--- src/rtl/ddr2_init_pkg.sv ---
package ddr2_init_pkg;

    localparam int ADDR_W = 14;
    localparam int BA_W   = 2;

    // {cs_n, ras_n, cas_n, we_n}
    typedef enum logic [3:0] {
        CMD_LMR = 4'b0000,
        CMD_REF = 4'b0001,
        CMD_PRE = 4'b0010,
        CMD_NOP = 4'b0111
    } ddr_cmd_e;

    typedef struct packed {
        ddr_cmd_e          cmd;
        logic [BA_W-1:0]   ba;
        logic [ADDR_W-1:0] addr;
    } bus_word_t;

    typedef enum logic [3:0] {
        ST_PWR,
        ST_PRE1,
        ST_EMR2,
        ST_EMR3,
        ST_EMR_DLL,
        ST_MR_RST,
        ST_PRE2,
        ST_REF,
        ST_MR_OP,
        ST_OCD_IN,
        ST_OCD_OUT,
        ST_LOCK,
        ST_DONE
    } step_e;

    localparam logic [BA_W-1:0] SEL_MR   = 2'b00;
    localparam logic [BA_W-1:0] SEL_EMR  = 2'b01;
    localparam logic [BA_W-1:0] SEL_EMR2 = 2'b10;
    localparam logic [BA_W-1:0] SEL_EMR3 = 2'b11;

    localparam int BIT_PRE_ALL = 10;
    localparam int BIT_DLL_RST = 8;
    localparam int BIT_SRF     = 7;
    localparam int BIT_DLL_DIS = 0;
    localparam logic [ADDR_W-1:0] OCD_MASK = 14'h0380;

    localparam bus_word_t NOP_WORD = '{cmd: CMD_NOP, ba: '0, addr: '0};

    function automatic int ceil_cycles(input longint dur_ps, input longint tck_ps);
        longint n;
        n = (dur_ps + tck_ps - 1) / tck_ps;
        if (n < 1) n = 1;
        return int'(n);
    endfunction

    function automatic int max2(input int a, input int b);
        return (a > b) ? a : b;
    endfunction

endpackage

--- src/rtl/ddr2_init_timer.sv ---
module ddr2_init_timer #(
    parameter int           W       = 8,
    parameter logic [W-1:0] RST_VAL = '0
) (
    input  logic         clk,
    input  logic         rst,
    input  logic         load,
    input  logic [W-1:0] load_val,
    output logic         idle
);
    logic [W-1:0] cnt_q;

    always_ff @(posedge clk) begin
        if (rst)
            cnt_q <= RST_VAL;
        else if (load)
            cnt_q <= load_val;
        else if (cnt_q != '0)
            cnt_q <= cnt_q - 1'b1;
    end

    assign idle = (cnt_q == '0);
endmodule

--- src/rtl/ddr2_dll_lock_cnt.sv ---
module ddr2_dll_lock_cnt #(
    parameter int LOCK_CK = 200
) (
    input  logic clk,
    input  logic rst,
    input  logic start,
    output logic locked
);
    localparam int CW = $clog2(LOCK_CK + 1);

    logic [CW-1:0] remain_q;
    logic          armed_q;

    always_ff @(posedge clk) begin
        if (rst) begin
            remain_q <= '0;
            armed_q  <= 1'b0;
        end else if (start) begin
            remain_q <= CW'(LOCK_CK - 1);
            armed_q  <= 1'b1;
        end else if (remain_q != '0) begin
            remain_q <= remain_q - 1'b1;
        end
    end

    assign locked = armed_q && (remain_q == '0);
endmodule

--- src/rtl/ddr2_init_step_rom.sv ---
module ddr2_init_step_rom
    import ddr2_init_pkg::*;
#(
    parameter int TW     = 8,
    parameter int RP_CK  = 1,
    parameter int MRD_CK = 2,
    parameter int RFC_CK = 8
) (
    input  step_e             step,
    input  logic [ADDR_W-1:0] mr_cfg,
    input  logic [ADDR_W-1:0] emr_cfg,
    input  logic              srf_sel,
    output bus_word_t         word,
    output logic [TW-1:0]     gap
);
    logic [ADDR_W-1:0] emr_user;

    always_comb begin
        emr_user              = emr_cfg & ~OCD_MASK;
        emr_user[BIT_DLL_DIS] = 1'b0;
        word = NOP_WORD;
        gap  = TW'(MRD_CK);
        case (step)
            ST_PRE1, ST_PRE2: begin
                word.cmd               = CMD_PRE;
                word.addr[BIT_PRE_ALL] = 1'b1;
                gap                    = TW'(RP_CK);
            end
            ST_EMR2: begin
                word.cmd           = CMD_LMR;
                word.ba            = SEL_EMR2;
                word.addr[BIT_SRF] = srf_sel;
            end
            ST_EMR3: begin
                word.cmd = CMD_LMR;
                word.ba  = SEL_EMR3;
            end
            ST_EMR_DLL: begin
                word.cmd = CMD_LMR;
                word.ba  = SEL_EMR;
            end
            ST_MR_RST: begin
                word.cmd               = CMD_LMR;
                word.ba                = SEL_MR;
                word.addr[BIT_DLL_RST] = 1'b1;
            end
            ST_REF: begin
                word.cmd = CMD_REF;
                gap      = TW'(RFC_CK);
            end
            ST_MR_OP: begin
                word.cmd               = CMD_LMR;
                word.ba                = SEL_MR;
                word.addr              = mr_cfg;
                word.addr[BIT_DLL_RST] = 1'b0;
            end
            ST_OCD_IN: begin
                word.cmd  = CMD_LMR;
                word.ba   = SEL_EMR;
                word.addr = emr_user | OCD_MASK;
            end
            ST_OCD_OUT: begin
                word.cmd  = CMD_LMR;
                word.ba   = SEL_EMR;
                word.addr = emr_user;
            end
            default: begin
                word = NOP_WORD;
            end
        endcase
    end
endmodule

--- src/rtl/ddr2_init_seq.sv ---
module ddr2_init_seq
    import ddr2_init_pkg::*;
#(
    parameter int T_CK_PS     = 5000,
    parameter int PWRUP_NS    = 200000,
    parameter int CKE_PRE_NS  = 400,
    parameter int T_RP_PS     = 15000,
    parameter int T_RFC_PS    = 127500,
    parameter int MRD_CK      = 2,
    parameter int DLL_LOCK_CK = 200,
    parameter int NUM_REF     = 2
) (
    input  logic              clk,
    input  logic              rst,
    input  logic              pwr_ok,
    input  logic [ADDR_W-1:0] mr_cfg,
    input  logic [ADDR_W-1:0] emr_cfg,
    input  logic              srf_sel,
    output logic              ddr_cke,
    output logic              ddr_cs_n,
    output logic              ddr_ras_n,
    output logic              ddr_cas_n,
    output logic              ddr_we_n,
    output logic [BA_W-1:0]   ddr_ba,
    output logic [ADDR_W-1:0] ddr_addr,
    output logic              init_done
);
    localparam int PWR_CK  = ceil_cycles(longint'(PWRUP_NS) * 1000, T_CK_PS);
    localparam int CKE_CK  = ceil_cycles(longint'(CKE_PRE_NS) * 1000, T_CK_PS);
    localparam int RP_CK   = ceil_cycles(T_RP_PS, T_CK_PS);
    localparam int RFC_CK  = ceil_cycles(T_RFC_PS, T_CK_PS);
    localparam int MRD_EFF = max2(MRD_CK, 1);
    localparam int MAX_CK  = max2(max2(PWR_CK, CKE_CK), max2(max2(RP_CK, RFC_CK), MRD_EFF));
    localparam int TW      = $clog2(MAX_CK + 1);
    localparam int REF_N   = max2(NUM_REF, 2);
    localparam int RW      = $clog2(REF_N);
    localparam logic [TW-1:0] PWR_LD = TW'(PWR_CK - 1);
    localparam logic [TW-1:0] CKE_LD = TW'(CKE_CK - 1);

    step_e            step_q;
    bus_word_t        bus_q;
    logic             cke_q;
    logic             done_q;
    logic [RW-1:0]    ref_left_q;

    logic             tmr_load;
    logic [TW-1:0]    tmr_val;
    logic             tmr_idle;
    bus_word_t        rom_word;
    logic [TW-1:0]    rom_gap;
    logic             dll_start;
    logic             dll_locked;
    logic             issue_step;

    ddr2_init_step_rom #(
        .TW     (TW),
        .RP_CK  (RP_CK),
        .MRD_CK (MRD_EFF),
        .RFC_CK (RFC_CK)
    ) u_rom (
        .step    (step_q),
        .mr_cfg  (mr_cfg),
        .emr_cfg (emr_cfg),
        .srf_sel (srf_sel),
        .word    (rom_word),
        .gap     (rom_gap)
    );

    ddr2_init_timer #(
        .W       (TW),
        .RST_VAL (PWR_LD)
    ) u_timer (
        .clk      (clk),
        .rst      (rst),
        .load     (tmr_load),
        .load_val (tmr_val),
        .idle     (tmr_idle)
    );

    ddr2_dll_lock_cnt #(
        .LOCK_CK (DLL_LOCK_CK)
    ) u_dll (
        .clk    (clk),
        .rst    (rst),
        .start  (dll_start),
        .locked (dll_locked)
    );

    always_comb begin
        issue_step = (step_q != ST_PWR) && (step_q != ST_LOCK) && (step_q != ST_DONE);
        tmr_load   = 1'b0;
        tmr_val    = rom_gap - 1'b1;
        if (step_q == ST_PWR) begin
            if (!pwr_ok) begin
                tmr_load = 1'b1;
                tmr_val  = PWR_LD;
            end else if (tmr_idle) begin
                tmr_load = 1'b1;
                tmr_val  = CKE_LD;
            end
        end else if (issue_step && tmr_idle) begin
            tmr_load = 1'b1;
        end
        dll_start = (step_q == ST_MR_RST) && tmr_idle;
    end

    always_ff @(posedge clk) begin
        if (rst) begin
            step_q     <= ST_PWR;
            bus_q      <= NOP_WORD;
            cke_q      <= 1'b0;
            done_q     <= 1'b0;
            ref_left_q <= RW'(REF_N - 1);
        end else begin
            bus_q <= NOP_WORD;
            case (step_q)
                ST_PWR: begin
                    if (pwr_ok && tmr_idle) begin
                        cke_q  <= 1'b1;
                        step_q <= ST_PRE1;
                    end
                end
                ST_REF: begin
                    if (tmr_idle) begin
                        bus_q <= rom_word;
                        if (ref_left_q != '0)
                            ref_left_q <= ref_left_q - 1'b1;
                        else
                            step_q <= ST_MR_OP;
                    end
                end
                ST_LOCK: begin
                    if (tmr_idle && dll_locked) begin
                        done_q <= 1'b1;
                        step_q <= ST_DONE;
                    end
                end
                ST_DONE: begin
                    step_q <= ST_DONE;
                end
                default: begin
                    if (tmr_idle) begin
                        bus_q  <= rom_word;
                        step_q <= step_e'(step_q + 4'd1);
                    end
                end
            endcase
        end
    end

    assign ddr_cke   = cke_q;
    assign ddr_cs_n  = bus_q.cmd[3];
    assign ddr_ras_n = bus_q.cmd[2];
    assign ddr_cas_n = bus_q.cmd[1];
    assign ddr_we_n  = bus_q.cmd[0];
    assign ddr_ba    = bus_q.ba;
    assign ddr_addr  = bus_q.addr;
    assign init_done = done_q;
endmodule

--- config.mk ---
export PLATFORM = sky130hd
export DESIGN_NAME = ddr2_init_seq
export DESIGN_NICKNAME = d
export VERILOG_FILES = /design/src/rtl/ddr2_init_pkg.sv /design/src/rtl/ddr2_init_timer.sv /design/src/rtl/ddr2_dll_lock_cnt.sv /design/src/rtl/ddr2_init_step_rom.sv /design/src/rtl/ddr2_init_seq.sv
export SDC_FILE = /design/constraint.sdc
export NUM_CORES = 1
export LEC_CHECK = 0
export BUFFER_PORTS_ARGS = -buffer_cell sky130_fd_sc_hd__buf_2
export CAP_MARGIN = 30
export CORE_AREA = 2 2 100 102
export CTS_CLUSTER_SIZE = 10
export DETAILED_ROUTE_END_ITERATION = 10
export DIE_AREA = 0 0 102 104
export PLACE_DENSITY = 0.44
export SLEW_MARGIN = 15
export SYNTH_ARGS = -nofsm -noshare
export SYNTH_HDL_FRONTEND = slang
export SYNTH_SLANG_ARGS = --single-unit
--- constraint.sdc ---
create_clock -name clk -period 2.5 [get_ports clk]
set_clock_uncertainty 0.2 [all_clocks]
set_input_delay 0.125 -clock clk [delete_from_list [all_inputs] [get_ports clk]]
set_output_delay 0.125 -clock clk [all_outputs]
set_load 0.02 [all_outputs]
==> flow_metrics.env <==
export IMPL_outcome="completed"
export IMPL_critPathRequiredTime_ps=2490
export IMPL_post_synth_top_count_cell="dfxtp_1"
export IMPL_first_global_vias=2406
export IMPL_setup_viol=0
export IMPL_hold_class="in -> reg"
export IMPL_r2r_start="u_timer.cnt_q[10]"
export IMPL_ys_types=55
export IMPL_cts_root_buf="clkbuf_8"
export IMPL_finalMaxSlewViolations=0
export IMPL_cp_data_arrival_time_ps=2310
export IMPL_slowest_delay_ps=610
export IMPL_syn_area_um2=2590
export IMPL_power_leakage_nw=1.32
export IMPL_crit_type="reg -> reg"
export IMPL_dpl_worst_slack_ps=73.9
export IMPL_synth_fa_ha_area_frac=0.0386
export IMPL_synth_common_cells="51 x dfxtp_1, 48 x nor2_1, 31 x nand2_1"
export IMPL_start_util=0.271
export IMPL_syn_nets=353
export IMPL_maxCapViolCount=0
export IMPL_holdCritStartpoint="mr_cfg[7]"
export IMPL_ys_ff_latch=51
export IMPL_start_kind="flop"
export IMPL_die_w_um=102
export IMPL_ios=54
export IMPL_yosysWarningCount=0
export IMPL_track_usage=0.131
export IMPL_cp_max_fo=4
export IMPL_synth_top_area_share=0.394
export IMPL_muxShareOfSynthArea=0.0246
export IMPL_dp_cells=506
export IMPL_drt_iter0_drc=85
export IMPL_row_count=36
export IMPL_antenna_found_initial=0
export IMPL_cts_buffers=5
export IMPL_finalWorstSetupSlack_ps=180
export IMPL_yosys_top_cells_area="dfxtp_1 39%, nor2_1 6.9%, nand2_1 4.5%, ha_1 3.9%, a21oi_1 3.3%"
export IMPL_end_kind="flop"
export IMPL_min_period_over_period=0.928
export IMPL_slew_headroom=0.532
export IMPL_cts_buffer_depth=2
export IMPL_clkTransAtPathRegs_ps=90
export IMPL_numClockSinks=51
export IMPL_syn_to_final_growth_pct=34.6
export IMPL_wl_per_cell_um=13.1
export IMPL_maxClockFrequency_mhz=431
export IMPL_synth_area_per_cell_um2=8.28
export IMPL_core_um2=9550
export IMPL_drt_pass1_iter_count=4
export IMPL_nets=445
export IMPL_synthXorXnorAreaFrac=0.0439
export IMPL_grt_max_degree=21
export IMPL_overflow=0
export IMPL_num_fill_cells=1020
export IMPL_port_buffers=47
export IMPL_antenna_left=0
export IMPL_final_cells=537
export IMPL_worst_pin_slew_ps=700
export IMPL_period_minus_slack_ps=2320
export IMPL_cts_tree="done"
export IMPL_htreeDepth=2
export IMPL_cp_slowest_cell="or4_1"
export IMPL_syn_inst=313
export IMPL_seq_area_frac_synth=0.394
export IMPL_dp_hpwl_um=5110
export IMPL_synthArstFlopShare=0
export IMPL_drcViolationCount=0
export IMPL_p_per_area_nw_per_um2=496
export IMPL_synth_edf_count=0
export IMPL_gp_congestion=0.778
export IMPL_insertion_delay_ps=290
export IMPL_drive_gt1_frac=0.255
export IMPL_fp_dieH_um=104
export IMPL_num_antenna_cells=0
export IMPL_grt_first_pass_wirelength_um=11200
export IMPL_vias=2493
export IMPL_hold_viol_final=0
export IMPL_ir_drop_mv=0.426
export IMPL_synthFlopType="dfxtp_1"
export IMPL_synthSimpleGateAreaFrac=0.263
export IMPL_rsz0062_at_grt="no"
export IMPL_tns_ps=0
export IMPL_drt_total_wl_um=7020
export IMPL_avgViaCountPerCell=4.64
export IMPL_yosysTopAreaCell="dfxtp_1"
export IMPL_cts_setup_buffers=0
export IMPL_synth_top_family_by_area="simple AND/OR/NAND/NOR gates"
export IMPL_dieArea_um2=10600
export IMPL_setup_worst_path_start="u_timer.cnt_q[10]"
export IMPL_synth_compound_area_frac=0.184
export IMPL_cp_cell_sequence="or4_1, o41ai_2, buf_4, and3_1, a21oi_1, o31a_1"
-- area by class of cell --
class	count	area, um2	area share
Multi-Input combinational cell	231	1460	0.419
Sequential cell	51	1020	0.293
Timing Repair Buffer	103	718	0.206
Tap cell	133	166	0.0477
Clock buffer	6	72.6	0.0208
Inverter	13	48.8	0.0140
-- through the flow --
| stage | hold WS [ps] | total power, mW | cell area, um2 | utilization |
|---|---|---|---|---|
| after floorplan | 38.8 | 1.16 | 2590 | - |
| after global placement | 154 | 1.27 | 3140 | 0.329 |
| after detailed placement | 161 | 1.27 | 3140 | 0.329 |
| after CTS | 29.6 | 1.76 | 3470 | 0.363 |
| after global routing | 85.2 | 1.85 | 3490 | 0.365 |
| final | 48.0 | 1.73 | 3490 | 0.365 |
-- kinds of logic after synthesis --
family                   after synthesis
AO/OA/AOI/OAI                         71
XOR/XNOR                              13
adder cells (fa/ha/maj)                8
buffers and inverters                 31
flip-flops                            51
multiplexers                           6
other                                  1
AND/OR/NAND/NOR                      132
-- sequential cells by signal, summed over array words and instances (netlist names) --
register and flops:
ddr_addr 14, ddr_ba 2, ddr_cas_n 1, ddr_cke 1, ddr_ras_n 1, ddr_we_n 1, init_done 1, ref_left_q 1
step_q 4, u_dll.armed_q 1, u_dll.remain_q 8, u_timer.cnt_q 16
-- placed cells by master, fill, tap and decap left out, types with 4 or more instances in the layout --
cell type / count
o21ai_0: 16
a22oi_1: 11
ha_1: 7
nand2_1: 31
a21oi_1: 17
xnor2_1: 9
buf_4: 31
inv_1: 12
nand3_1: 5
or3_1: 4
nor3_1: 10
xor2_1: 4
dlygate4sd3_1: 25
dfxtp_1: 50
nor4_1: 5
clkbuf_8: 5
buf_2: 47
a31oi_1: 4
nand2b_1: 4
nor2_1: 48
-- report_power, final --
group	internal (mW)	switching, mW
Clock	0.187	0.247
Combinational	0.220	0.183
Sequential	0.859	0.0350
Total	1.27	0.465
-- critical path: cells and delay by family, from the launching register on --
family | cells | cell delay [ps]
AND/OR/NAND/NOR | 2 | 830
AO/OA/AOI/OAI | 3 | 660
flip-flops | 1 | 360
buffers and inverters | 1 | 170
-- layer usage --
metal	wire (um)	track usage	share of wire
met1	3410	0.181	0.49
met2	3140	0.208	0.45
met3	401	0.0282	0.057
met4	61	0.0276	0.0087
met5	0	0	0
-- final timing paths --
path / end / cells after the start / slack, ps
min reg2reg: ref_left_q / 1 / 270
max reg2reg: step_q[2] / 6 / 180
max: step_q[2] / 6 / 180
min: ddr_addr[7] / 5 / 50
-- what timing repair did --
action / in CTS / in global routing
endpoints found under the setup margin: 0 / 18
hold endpoints to repair: 16 / 0
gates resized for setup: 0 / 6
hold buffers: 25 / 0
No activity file was read; power rests on OpenSTA's default activity.
